--- src/rtl/clkdiv_pkg.sv ---
package clkdiv_pkg;
  localparam int RATIO_W_DEF = 4;

  typedef struct packed {
    logic pulse;
    logic act_high;
  } irq_cfg_t;
endpackage

--- src/rtl/kdiv_counter.sv ---
module kdiv_counter #(
  parameter int W = 4
) (
  input  logic         clk,
  input  logic         rst,
  input  logic [W-1:0] ratio_code,
  output logic         en,
  output logic [W:0]   k_act
);
  localparam int MAX = 1 << W;

  logic [W-1:0] cnt;
  logic [W:0]   k_req;
  logic         wrap;

  assign k_req = (ratio_code == '0) ? (W+1)'(MAX) : {1'b0, ratio_code};
  assign wrap  = ({1'b0, cnt} == (k_act - 1'b1));

  always_ff @(posedge clk) begin
    if (rst) begin
      cnt   <= '0;
      k_act <= k_req;
      en    <= 1'b0;
    end else if (wrap) begin
      cnt   <= '0;
      k_act <= k_req;
      en    <= 1'b1;
    end else begin
      cnt   <= cnt + 1'b1;
      en    <= 1'b0;
    end
  end
endmodule

--- src/rtl/cpuclk_sel.sv ---
module cpuclk_sel (
  input  logic clk,
  input  logic pass,
  output logic cpu_clk
);
  assign cpu_clk = pass ? clk : ~clk;
endmodule

--- src/rtl/irq_shaper.sv ---
module irq_shaper
  import clkdiv_pkg::*;
#(
  parameter int W = 4
) (
  input  logic     clk,
  input  logic     rst,
  input  logic [W:0] k_act,
  input  irq_cfg_t cfg,
  input  logic     req,
  output logic     pin
);
  localparam int PW = W + 2;

  logic [PW-1:0] pcnt, pcnt_nx;
  logic          req_q;
  logic          rise;
  logic          active;

  assign rise = req & ~req_q;

  always_comb begin
    if (pcnt != '0)
      pcnt_nx = pcnt - 1'b1;
    else if (rise && cfg.pulse)
      pcnt_nx = {k_act, 1'b0};
    else
      pcnt_nx = '0;
    active = cfg.pulse ? (pcnt_nx != '0) : req;
  end

  always_ff @(posedge clk) begin
    if (rst) begin
      pcnt  <= '0;
      req_q <= req;
      pin   <= ~cfg.act_high;
    end else begin
      pcnt  <= pcnt_nx;
      req_q <= req;
      pin   <= cfg.act_high ? active : ~active;
    end
  end
endmodule

--- src/rtl/clkdiv_intr_top.sv ---
module clkdiv_intr_top
  import clkdiv_pkg::*;
#(
  parameter int RATIO_W = RATIO_W_DEF
) (
  input  logic               clk,
  input  logic               rst,
  input  logic [RATIO_W-1:0] ratio_code,
  input  logic               cpu_clk_pass,
  input  logic               irq_pulse_mode,
  input  logic               irq_active_high,
  input  logic               irq_req,
  output logic               dclk_en,
  output logic               cpu_clk,
  output logic               irq_pin
);
  logic [RATIO_W:0] k_act;
  irq_cfg_t         cfg;

  assign cfg.pulse    = irq_pulse_mode;
  assign cfg.act_high = irq_active_high;

  kdiv_counter #(.W(RATIO_W)) u_div (
    .clk(clk), .rst(rst), .ratio_code(ratio_code),
    .en(dclk_en), .k_act(k_act)
  );

  cpuclk_sel u_cpu (
    .clk(clk), .pass(cpu_clk_pass), .cpu_clk(cpu_clk)
  );

  irq_shaper #(.W(RATIO_W)) u_irq (
    .clk(clk), .rst(rst), .k_act(k_act), .cfg(cfg),
    .req(irq_req), .pin(irq_pin)
  );
endmodule

--- config.mk ---
export PLATFORM = sky130hd
export DESIGN_NAME = clkdiv_intr_top
export DESIGN_NICKNAME = d
export VERILOG_FILES = /design/src/rtl/clkdiv_pkg.sv /design/src/rtl/kdiv_counter.sv /design/src/rtl/cpuclk_sel.sv /design/src/rtl/irq_shaper.sv /design/src/rtl/clkdiv_intr_top.sv
export SDC_FILE = /design/constraint.sdc
export NUM_CORES = 1
export LEC_CHECK = 0
export ABC_AREA = 1
export BUFFER_PORTS_ARGS = -buffer_cell sky130_fd_sc_hd__buf_4
export CORE_AREA = 2 2 46 48
export DETAILED_ROUTE_END_ITERATION = 12
export DIE_AREA = 0 0 48 50
export PLACE_DENSITY = 0.78
export SLEW_MARGIN = 20
export SYNTH_ARGS = -nofsm -noshare
export SYNTH_HDL_FRONTEND = slang
export SYNTH_SLANG_ARGS = --single-unit
export TNS_END_PERCENT = 100
--- constraint.sdc ---
create_clock -name clk -period 1.95 [get_ports clk]
set_input_delay 0.39 -clock clk [delete_from_list [all_inputs] [get_ports clk]]
set_output_delay 0.39 -clock clk [all_outputs]
set_load 0.005 [all_outputs]
==> Flow_metrics.wiki, run 1 <==
{| class="wikitable"
! Metric !! Value
|-
| Antenna diode count || 0
|-
| Predominant post-synthesis flop cell || sky130_fd_sc_hd__dfxtp_1
|-
| Gr usage total || 17.2%
|-
| Kind of path behind the tightest hold check || input pin to flop
|-
| Proportion of power drawn by combinational gates || 46.9%
|-
| Final core utilization || 61.8%
|-
| Yosys reg bits || 18
|-
| Count of buffers inserted at the top-level ports || 12
|-
| Most instantiated cells after synthesis || sky130_fd_sc_hd__nand2_1 (20), sky130_fd_sc_hd__inv_1 (16), sky130_fd_sc_hd__nor2_1 (15)
|-
| Cell with the most instances after synthesis || sky130_fd_sc_hd__nand2_1
|-
| Final net count || 154
|-
| Most prevalent standard cell on the critical path || sky130_fd_sc_hd__clkbuf_4
|-
| Maximum number of pins on one net before global-route repair || 11
|-
| Detailed-route vias per instance || 4.69
|-
| Drt drc || 0
|-
| Hold bufs inserted after CTS || 0
|-
| Headroom to the max-slew limit || 82.2%
|-
| Critical Path Source Type || clock port
|-
| Number of nets with antenna violations after detailed routing || 0
|-
| Clock network latency to the later pin of the worst-skew pair || 0.40 ns
|-
| Die X || 48 um
|-
| Placement Rows || 16
|-
| Cell chain of the critical path || clkbuf_4 -> clkbuf_4 -> xnor2_2 -> buf_4
|-
| Net switching power of the design || 732 uW
|-
| Pleak || 0.000548 uW
|-
| Clock slew at the register clock pins of the worst setup and hold paths || 0.11 ns
|-
| Largest area contributor in the synthesized netlist || sky130_fd_sc_hd__dfxtp_1
|-
| Met3 WL || 39 um
|-
| Data required, critical path || 1.56 ns
|-
| Met2 wire length || 941 um
|-
| Fraction of layout cells with a size suffix above 1 || 28.8%
|-
| M1 WL || 693 um
|-
| Largest cells by area after synthesis || sky130_fd_sc_hd__dfxtp_1 (26%), sky130_fd_sc_hd__edfxtp_1 (15%), sky130_fd_sc_hd__nand2_1 (7.5%)
|-
| Total gr overflow || 0
|-
| Synth cell types || 25
|-
| 1st-pass router iterations || 4
|-
| Area share of the largest cell type after synthesis || 26.0%
|-
| Max Transition Viols Final || 0
|-
| Crit. End Element || output port
|-
| Iteration-0 DRC count of the detailed router || 12
|-
| Maximum single-stage delay on the critical path || 0.14 ns
|-
| Post-synth EDFFs || 5
|-
| Number of failing setup endpoints in the final timing report || 0
|-
| Non-filler instance count after layout || 166
|-
| Outcome || finished clean
|-
| Maximum fanout along the worst path || 2
|-
| Maximum VDD drop || 744 uV
|-
| Mean area per synthesized cell || 8.14 um2
|-
| Cells after DPL || 157
|-
| Starting density of the core || 52.6%
|-
| Synth Warn # || 0
|-
| Fraction of power consumed by sequential logic || 31.8%
|-
| Worst clock skew on the final layout || 0.0114 ns
|-
| Wire length of the first global-routing pass || 2950 um
|-
| Via total after detailed routing || 779
|-
| CTS tree || done
|-
| Die Area || 0.00240 mm2
|-
| Mean routed wirelength per cell || 10.3 um
|-
| Max-cap viol count || 0
|-
| Final-layout worst hold slack || 0.110 ns
|-
| Cell count after synthesis || 123
|-
| Part of the Yosys area used for sequential elements || 41.0%
|-
| Detailed Place HPWL || 1350 um
|-
| Clock power share || 21.3%
|-
| Area growth from synthesis to layout || 17.5%
|-
| Fraction of power spent switching nets || 42.9%
|-
| Core area || 0.00190 mm2
|-
| Highest-delay cell along the critical path || sky130_fd_sc_hd__clkbuf_4
|-
| Highest routed layer || met4
|-
| Summed instance area of the synthesized netlist || 0.00100 mm2
|-
| Pwr Total || 1710 uW
|-
| Worst slew pin tran || 0.267 ns
|-
| Cell-internal power || 974 uW
|-
| Endpoint arrival time on the critical path || 1.47 ns
|-
| Type of the worst setup path || clock port to output port
|-
| Setup TNS Final || 0 ns
|-
| Synth async-reset ratio || 0%
|-
| Routability congestion estimate from global placement || 0.804
|-
| Syn nets || 137
|-
| Die outline height || 50 um
|-
| RSZ-0062 raised after global routing || no
|-
| Count of boundary I/O pins || 13
|-
| Number of antenna violations at the first check in global routing || 0
|-
| PD cells || 1450 mW/mm2
|-
| Post-Route WL || 1710 um
|-
| Vias in the first global route || 799
|-
| Final number of hold-violating endpoints || 0
|}
[cells in the final DEF (no fill, tap or decap), types with 5 or more instances in the layout]
master | synthesis | layout
sky130_fd_sc_hd__nand3_1 | 7 | 7
sky130_fd_sc_hd__clkbuf_4 | 0 | 6
sky130_fd_sc_hd__nor2_1 | 15 | 15
sky130_fd_sc_hd__nand2_1 | 20 | 19
sky130_fd_sc_hd__nand2_2 | 6 | 7
sky130_fd_sc_hd__inv_1 | 16 | 16
sky130_fd_sc_hd__xor2_1 | 6 | 6
sky130_fd_sc_hd__dfxtp_1 | 13 | 13
sky130_fd_sc_hd__edfxtp_1 | 5 | 5
sky130_fd_sc_hd__buf_4 | 1 | 14
[layout make-up]
cell class                 instances  area [um2]
clock buffer                       8        56.3
inverter                          17        63.8
timing repair buffer              13        97.6
fill                             167         726
multi-input combinational         83         514
tap                               27        33.8
sequential                        18         410
[cells by family (layout without fill, tap and decap cells)]
logic type / after synthesis / after routing / synth area share, %
XOR/XNOR: 9 / 9 / 7.88
AND/OR/NAND/NOR: 63 / 63 / 32.6
adder cells (fa/ha/maj): 4 / 4 / 5.00
buffers and inverters: 22 / 38 / 8.62
AO/OA/AOI/OAI: 7 / 7 / 4.88
flip-flops: 18 / 18 / 41.0
[final timing paths]
check / startpoint / to / slack (ns) / cells after the start
worst max-delay path: clk / cpu_clk / 0.09 / 4
worst min register to register: u_irq.pcnt[0]$_SDFF_PP0_ / u_irq.pcnt[0]$_SDFF_PP0_ / 0.44 / 1
worst min-delay path: irq_req / u_irq.req_q$_DFF_P_ / 0.11 / 1
worst max register to register: u_div.k_act[0]$_SDFFCE_PP0P_ / u_div.k_act[1]$_SDFFCE_PP0P_ / 0.12 / 7
[power by group through the flow]
stage	logic, uW	clock network, uW	registers, uW
finish	800	364	542
CTS	805	355	543
global route	908	394	550
global placement	773	54.3	548
floorplan	679	23.7	536
detailed placement	802	54.3	552
[layer usage]
layer  GRT usage, %  up-vias
met2           29.6       11
met4           11.3        0
li1               -      418
met5              0        -
met1           17.2      343
met3           3.66        7
[flip-flops by register name, indices dropped and copies added (netlist names)]
name         flops
u_div.en         1
u_irq.pin        1
u_div.cnt        4
u_irq.req_q      1
u_irq.pcnt       6
u_div.k_act      5
[per-stage QoR]
stage	worst slack, ns	area [um2]
finish	0.0853	1180
CTS	0.0214	1150
floorplan	0.261	1000
global placement	0.179	1100
detailed placement	0.0892	1100
global route	0.00747	1180
[worst max-delay path: cells and delay by family]
| family | cells | cell delay [ns] |
|---|---|---|
| XOR/XNOR | 1 | 0.12 |
| buffers and inverters | 3 | 0.38 |
[what timing repair did]
action,in CTS,in global routing
endpoints found under the setup margin,0,9
buffers inserted,0,2
resized for setup,0,2
Note: power is estimated with default switching activity, not from simulation.
==> run 2, diff against run 1 <==
--- a/config.mk
+++ b/config.mk
@@ -7,10 +7,12 @@
 export LEC_CHECK = 0
 export ABC_AREA = 1
 export BUFFER_PORTS_ARGS = -buffer_cell sky130_fd_sc_hd__buf_4
-export CORE_AREA = 2 2 46 48
+export CORE_AREA = 2 2 45 47
+export CTS_BUF_LIST = sky130_fd_sc_hd__clkbuf_8
 export DETAILED_ROUTE_END_ITERATION = 12
-export DIE_AREA = 0 0 48 50
-export PLACE_DENSITY = 0.78
+export DIE_AREA = 0 0 47 49
+export PLACE_DENSITY = 0.81
+export SKIP_CTS_REPAIR_TIMING = 1
 export SLEW_MARGIN = 20
 export SYNTH_ARGS = -nofsm -noshare
 export SYNTH_HDL_FRONTEND = slang
==> constraint.sdc (replaced) <==
create_clock -name clk -period 1.95 [get_ports clk]
set_input_delay 0.39 -clock clk [delete_from_list [all_inputs] [get_ports clk]]
set_output_delay 0.39 -clock clk [all_outputs]
set_load 0.05 [all_outputs]
==> run 2 against run 1 <==
Count of clock-buffer cells in the layout down 1. Highest routed layer unchanged. Setup slack worse by 0.062 ns. Sequential cell count unchanged. Final cell count up 0.60%. First-iteration DRC count down 42%.
==> Flow_metrics.wiki, run 2 (synthesis results as in run 1) <==
{| class="wikitable"
! Metric !! Value
|-
| Busiest metal layer after global routing || met2
|-
| Endpoint arrival time on the critical path || 1.54 ns (+0.07 ns)
|-
| Worst slack, placed || 0.0742 ns (-0.0150 ns)
|-
| Final net count || 155 (+0.65%)
|-
| Area growth from synthesis to layout || 24.2%
|-
| Starting density of the core || 54.3% (+1.7 points)
|-
| Crit. End Element || output port
|-
| Count of buffers inserted at the top-level ports || 12 (unchanged)
|-
| Wire length of the first global-routing pass || 3130 um (+6.1%)
|-
| Kind of path behind the tightest hold check || input pin to flop
|-
| Placement Rows || 16 (unchanged)
|-
| Core area || 0.00184 mm2 (-3.2%)
|-
| Total gr overflow || 0 (unchanged)
|-
| GR met3 Demand/Resource || 6.30% (+2.6 points)
|-
| Most used cells in the layout excluding fill and tap cells || sky130_fd_sc_hd__nand2_1 (19), sky130_fd_sc_hd__inv_1 (17), sky130_fd_sc_hd__nor2_1 (15)
|-
| Die X || 47 um (-2.1%)
|-
| Number of failing setup endpoints in the final timing report || 0 (unchanged)
|-
| Outcome || finished clean
|-
| Post-Route WL || 1780 um (+4.1%)
|-
| Registers with the most flip-flops || u_irq.pcnt x6, u_div.k_act x5, u_div.cnt x4
|-
| Headroom to the max-slew limit || 81.3% (-0.93 points)
|-
| Die outline height || 49 um (-2.0%)
|-
| Data required, critical path || 1.56 ns (about the same)
|-
| RSZ-0062 raised after global routing || no
|-
| Worst slew pin tran || 0.280 ns (+0.0133 ns)
|-
| Most prevalent standard cell on the critical path || sky130_fd_sc_hd__clkbuf_8
|-
| Maximum number of pins on one net before global-route repair || 11 (unchanged)
|-
| PD cells || 1620 mW/mm2 (+12%)
|-
| Via total after detailed routing || 790 (+1.4%)
|-
| Mean routed wirelength per cell || 10.6 um (+3.5%)
|-
| Maximum fanout along the worst path || 2 (unchanged)
|-
| Detailed Place HPWL || 1310 um (-2.4%)
|-
| Count of boundary I/O pins || 13 (unchanged)
|-
| Non-filler instance count after layout || 167 (+0.60%)
|-
| Drt drc || 0 (unchanged)
|-
| Iteration-0 DRC count of the detailed router || 7 (-5)
|-
| Worst clock skew on the final layout || 0.00342 ns (-0.00803 ns)
|-
| Max Transition Viols Final || 0 (unchanged)
|-
| Gr usage total || 20.0% (+2.8 points)
|-
| Detailed-route vias per instance || 4.73 (+0.80%)
|-
| Clock network latency to the later pin of the worst-skew pair || 0.36 ns (-0.04 ns)
|-
| Final worst setup slack || 0.0230 ns (-0.0624 ns)
|-
| Die Area || 0.00230 mm2 (-4.0%)
|-
| Max-cap viol count || 0 (unchanged)
|-
| 1st-pass router iterations || 4 (unchanged)
|-
| Critical Path Source Type || clock port
|-
| Type of the worst setup path || clock port to output port
|-
| Maximum single-stage delay on the critical path || 0.18 ns (+0.04 ns)
|-
| Pleak || 0.000575 uW (+4.9%)
|-
| Routability congestion estimate from global placement || 0.821 (+2.1%)
|-
| Met1 usage || 18.1% (+0.85 points)
|-
| Pwr Total || 2010 uW (+18%)
|-
| CTS tree || done
|-
| Cells after DPL || 157 (unchanged)
|-
| Leading cell type in the layout, fill and taps excluded || sky130_fd_sc_hd__nand2_1
|-
| Vias in the first global route || 812 (+1.6%)
|-
| Flip-flop count of the largest register, all copies and words added || 6 (unchanged)
|-
| Number of nets with antenna violations after detailed routing || 0 (unchanged)
|-
| Final number of hold-violating endpoints || 0 (unchanged)
|-
| Clock slew at the register clock pins of the worst setup and hold paths || 0.07 ns (-0.04 ns)
|-
| Fraction of layout cells with a size suffix above 1 || 30.7% (+1.9 points)
|-
| Global routing usage on met2 || 33.3% (+3.8 points)
|-
| Antenna diode count || 0 (unchanged)
|-
| Cell chain of the critical path || clkbuf_8 -> clkbuf_8 -> xnor2_4 -> buf_6
|-
| Final-layout worst hold slack || 0.156 ns (+0.0464 ns)
|-
| Maximum VDD drop || 977 uV (+31%)
|-
| Number of antenna violations at the first check in global routing || 0 (unchanged)
|-
| Highest-delay cell along the critical path || sky130_fd_sc_hd__buf_6
|-
| Register ranked first by flip-flop count || u_irq.pcnt
|}
run 2: critical path, delay by kind of cell:
family / cells / cell delay [ns]
buffers and inverters: 3 / 0.42
XOR/XNOR: 1 / 0.14
run 2: power by group:
group / switching, uW / internal, uW / leakage [uW]
logic: 513 / 310 / 0.000354
clock network: 281 / 366 / 0.0000636
registers: 75.4 / 466 / 0.000157
total: 870 / 1140 / 0.000575
run 2: per-layer routing:
metal  part of all wire [%]  vias to the layer above
li1                       -                      418
met1                     41                      356
met2                     55                       11
met3                    2.1                        5
met4                    1.9                        0
met5                      0                        -
run 2: worst paths after layout:
kind                                  end  slack, ns                         start  cells after the start
max                               cpu_clk       0.02                           clk                      4
min                   u_irq.req_q$_DFF_P_       0.16                       irq_req                      1
max reg2reg  u_div.k_act[1]$_SDFFCE_PP0P_       0.15  u_div.k_act[0]$_SDFFCE_PP0P_                      8
min reg2reg      u_irq.pcnt[0]$_SDFF_PP0_       0.43      u_irq.pcnt[0]$_SDFF_PP0_                      1
run 2: cell type report:
class                      count  area [um2]
fill                         152         598
multi-input combinational     83         536
sequential                    18         410
timing repair buffer          14         103
clock buffer                   7        93.8
inverter                      17        63.8
tap                           27        33.8
clock inverter                 1        3.75
run 2: stage by stage:
step	util (%)	area (um2)	setup TNS (ns)
after floorplan	-	1010	0
after global placement	60.3	1110	0
after detailed placement	60.3	1110	0
after CTS	64.9	1200	-0.0349
after global routing	67.5	1240	0
final	67.5	1240	0
==> run 3, diff against run 2 <==
--- a/config.mk
+++ b/config.mk
@@ -7,11 +7,10 @@
 export LEC_CHECK = 0
 export ABC_AREA = 1
 export BUFFER_PORTS_ARGS = -buffer_cell sky130_fd_sc_hd__buf_4
-export CORE_AREA = 2 2 45 47
-export CTS_BUF_LIST = sky130_fd_sc_hd__clkbuf_8
+export CORE_AREA = 2 2 46 48
 export DETAILED_ROUTE_END_ITERATION = 12
-export DIE_AREA = 0 0 47 49
-export PLACE_DENSITY = 0.81
+export DIE_AREA = 0 0 48 50
+export PLACE_DENSITY = 0.78
 export SKIP_CTS_REPAIR_TIMING = 1
 export SLEW_MARGIN = 20
 export SYNTH_ARGS = -nofsm -noshare
==> run 3 against run 2 <==
Routed wire length is 1.6% lower. Sequential share of layout area is 1.8 points higher. First-iteration DRC count is 29% higher. Count of clock-buffer cells in the layout is 1 higher. Core utilization is 5.6 points lower. Setup slack better by 0.022 ns. Sequential cell count stayed put. Total power is 9.2% lower. Highest routed layer unchanged. Sequential power hardly changed. Clock skew is 0.0078 ns higher. Die area is 4.2% higher.
==> Flow_metrics.wiki, run 3 (synthesis results as in run 1) <==
{| class="wikitable"
! Metric !! Value
|-
| Clock slew at the register clock pins of the worst setup and hold paths || 0.10 ns (+0.03 ns)
|-
| Kind of path behind the tightest hold check || input pin to flop
|-
| Data required, critical path || 1.56 ns (about the same)
|-
| Outcome || finished clean
|-
| Number of antenna violations at the first check in global routing || 0 (unchanged)
|-
| RSZ-0062 raised after global routing || no
|-
| Detailed-route vias per instance || 4.85 (+2.6%)
|-
| CTS tree || done
|-
| Antenna diode count || 0 (unchanged)
|-
| Leading cell type in the layout, fill and taps excluded || sky130_fd_sc_hd__nand2_1
|-
| Fraction of layout cells with a size suffix above 1 || 29.0% (-1.7 points)
|-
| Area growth from synthesis to layout || 17.7%
|-
| Setup TNS Final || 0 ns (unchanged)
|-
| Headroom to the max-slew limit || 82.5% (+1.2 points)
|-
| Iteration-0 DRC count of the detailed router || 9 (+2)
|-
| Type of the worst setup path || clock port to output port
|-
| Starting density of the core || 52.6% (-1.7 points)
|-
| Total gr overflow || 0 (unchanged)
|-
| Final number of hold-violating endpoints || 0 (unchanged)
|-
| Drt drc || 0 (unchanged)
|-
| Worst slew pin tran || 0.261 ns (-0.0195 ns)
|-
| Registers with the most flip-flops || u_irq.pcnt x6, u_div.k_act x5, u_div.cnt x4
|-
| Non-filler instance count after layout || 165 (-1.2%)
|-
| Count of buffers inserted at the top-level ports || 12 (unchanged)
|-
| Register ranked first by flip-flop count || u_irq.pcnt
|-
| Most used cells in the layout excluding fill and tap cells || sky130_fd_sc_hd__nand2_1 (19), sky130_fd_sc_hd__inv_1 (16), sky130_fd_sc_hd__nor2_1 (15)
|-
| Max Transition Viols Final || 0 (unchanged)
|-
| Maximum fanout along the worst path || 2 (unchanged)
|-
| Number of nets with antenna violations after detailed routing || 0 (unchanged)
|-
| Die outline height || 50 um (+2.0%)
|-
| Die X || 48 um (+2.1%)
|-
| Gr usage total || 19.0% (-1.0 points)
|-
| Crit. End Element || output port
|-
| Routability congestion estimate from global placement || 0.782 (-4.7%)
|-
| Pwr Total || 1830 uW (-9.2%)
|-
| Layout Cell Area excl Fill || 0.00118 mm2 (-5.2%)
|-
| PD cells || 1550 mW/mm2 (-4.2%)
|-
| Core area || 0.00190 mm2 (+3.3%)
|-
| DP Area || 0.00111 mm2 (unchanged)
|-
| Die Area || 0.00240 mm2 (+4.2%)
|-
| Clock network latency to the later pin of the worst-skew pair || 0.41 ns (+0.05 ns)
|-
| Fill cell total of the finished layout || 165 (+8.6%)
|-
| Wire length of the first global-routing pass || 3140 um (+0.45%)
|-
| Worst clock skew on the final layout || 0.0112 ns (+0.00780 ns)
|-
| Count of boundary I/O pins || 13 (unchanged)
|-
| Flip-flop count of the largest register, all copies and words added || 6 (unchanged)
|-
| Placement Rows || 16 (unchanged)
|-
| Number of failing setup endpoints in the final timing report || 0 (unchanged)
|-
| Endpoint arrival time on the critical path || 1.52 ns (-0.02 ns)
|-
| Worst slack, placed || 0.0640 ns (-0.0102 ns)
|-
| Detailed Place HPWL || 1410 um (+7.2%)
|-
| Multi-input gate area || 520 um2 (-2.8%)
|-
| Critical Path Source Type || clock port
|-
| 1st-pass router iterations || 4 (unchanged)
|-
| Max-cap viol count || 0 (unchanged)
|-
| Mean routed wirelength per cell || 10.6 um (-0.38%)
|-
| Via total after detailed routing || 801 (+1.4%)
|-
| Post-Route WL || 1750 um (-1.6%)
|-
| Pleak || 0.000545 uW (-5.2%)
|-
| Maximum VDD drop || 1410 uV (+44%)
|-
| Maximum number of pins on one net before global-route repair || 11 (unchanged)
|-
| Sequential cell area || 410 um2 (unchanged)
|-
| Final net count || 153 (-1.3%)
|-
| Vias in the first global route || 838 (+3.2%)
|-
| Cells after DPL || 157 (unchanged)
|-
| Final worst setup slack || 0.0448 ns (+0.0218 ns)
|}
-- run 3: cell types whose count changed in the layout (fill, tap and decap cells not counted) --
| cell | delta |
|---|---|
| sky130_fd_sc_hd__clkbuf_4 | +6 |
| sky130_fd_sc_hd__clkbuf_8 | -6 |
| sky130_fd_sc_hd__a21oi_1 | +1 |
| sky130_fd_sc_hd__a21oi_2 | -1 |
| sky130_fd_sc_hd__buf_4 | -1 |
| sky130_fd_sc_hd__clkbuf_1 | +1 |
| sky130_fd_sc_hd__clkbuf_2 | -1 |
| sky130_fd_sc_hd__inv_1 | -1 |
| sky130_fd_sc_hd__xnor2_2 | +1 |
| sky130_fd_sc_hd__xnor2_4 | -1 |
-- run 3: area by class of cell --
cell class	instances	share of cell area [%]
well taps	27	2.87
inverters	17	5.41
multi-input cells	83	44.2
repair buffers	12	7.64
clock buffers	8	5.10
flip-flops and latches	18	34.8
-- run 3: layer usage --
| layer | routed length, um | global-route usage, % | vias up |
|---|---|---|---|
| li1 | - | - | 415 |
| met1 | 682 | 17.3 | 371 |
| met2 | 980 | 33.6 | 10 |
| met3 | 45 | 3.66 | 5 |
| met4 | 40 | 14.4 | 0 |
| met5 | 0 | 0 | - |
-- run 3: where the power goes --
part	internal [uW]	total [uW]	switching, uW
registers	465	541	76.3
clock network	218	457	239
logic	306	828	522
total	989	1830	837
-- run 3: stage by stage --
step / utilization, % / hold slack [ns]
finish: 62.0 / 0.102
global route: 62.0 / 0.0962
CTS: 60.9 / 0.102
detailed placement: 58.4 / 0.422
global placement: 58.4 / 0.415
floorplan: - / 0.401
-- run 3: path summary, 6_finish.rpt --
kind,from,endpoint,slack [ns],cells past startpoint
max,clk,cpu_clk,0.04,4
min,irq_req,u_irq.req_q$_DFF_P_,0.10,1
max reg2reg,u_div.k_act[0]$_SDFFCE_PP0P_,u_div.k_act[1]$_SDFFCE_PP0P_,0.15,7
min reg2reg,u_irq.pcnt[0]$_SDFF_PP0_,u_irq.pcnt[0]$_SDFF_PP0_,0.43,1
-- run 3: critical path: stages --
cell and delay [ns]:
sky130_fd_sc_hd__clkbuf_4 0.11, sky130_fd_sc_hd__clkbuf_4 0.13, sky130_fd_sc_hd__xnor2_2 0.12, sky130_fd_sc_hd__buf_6 0.17
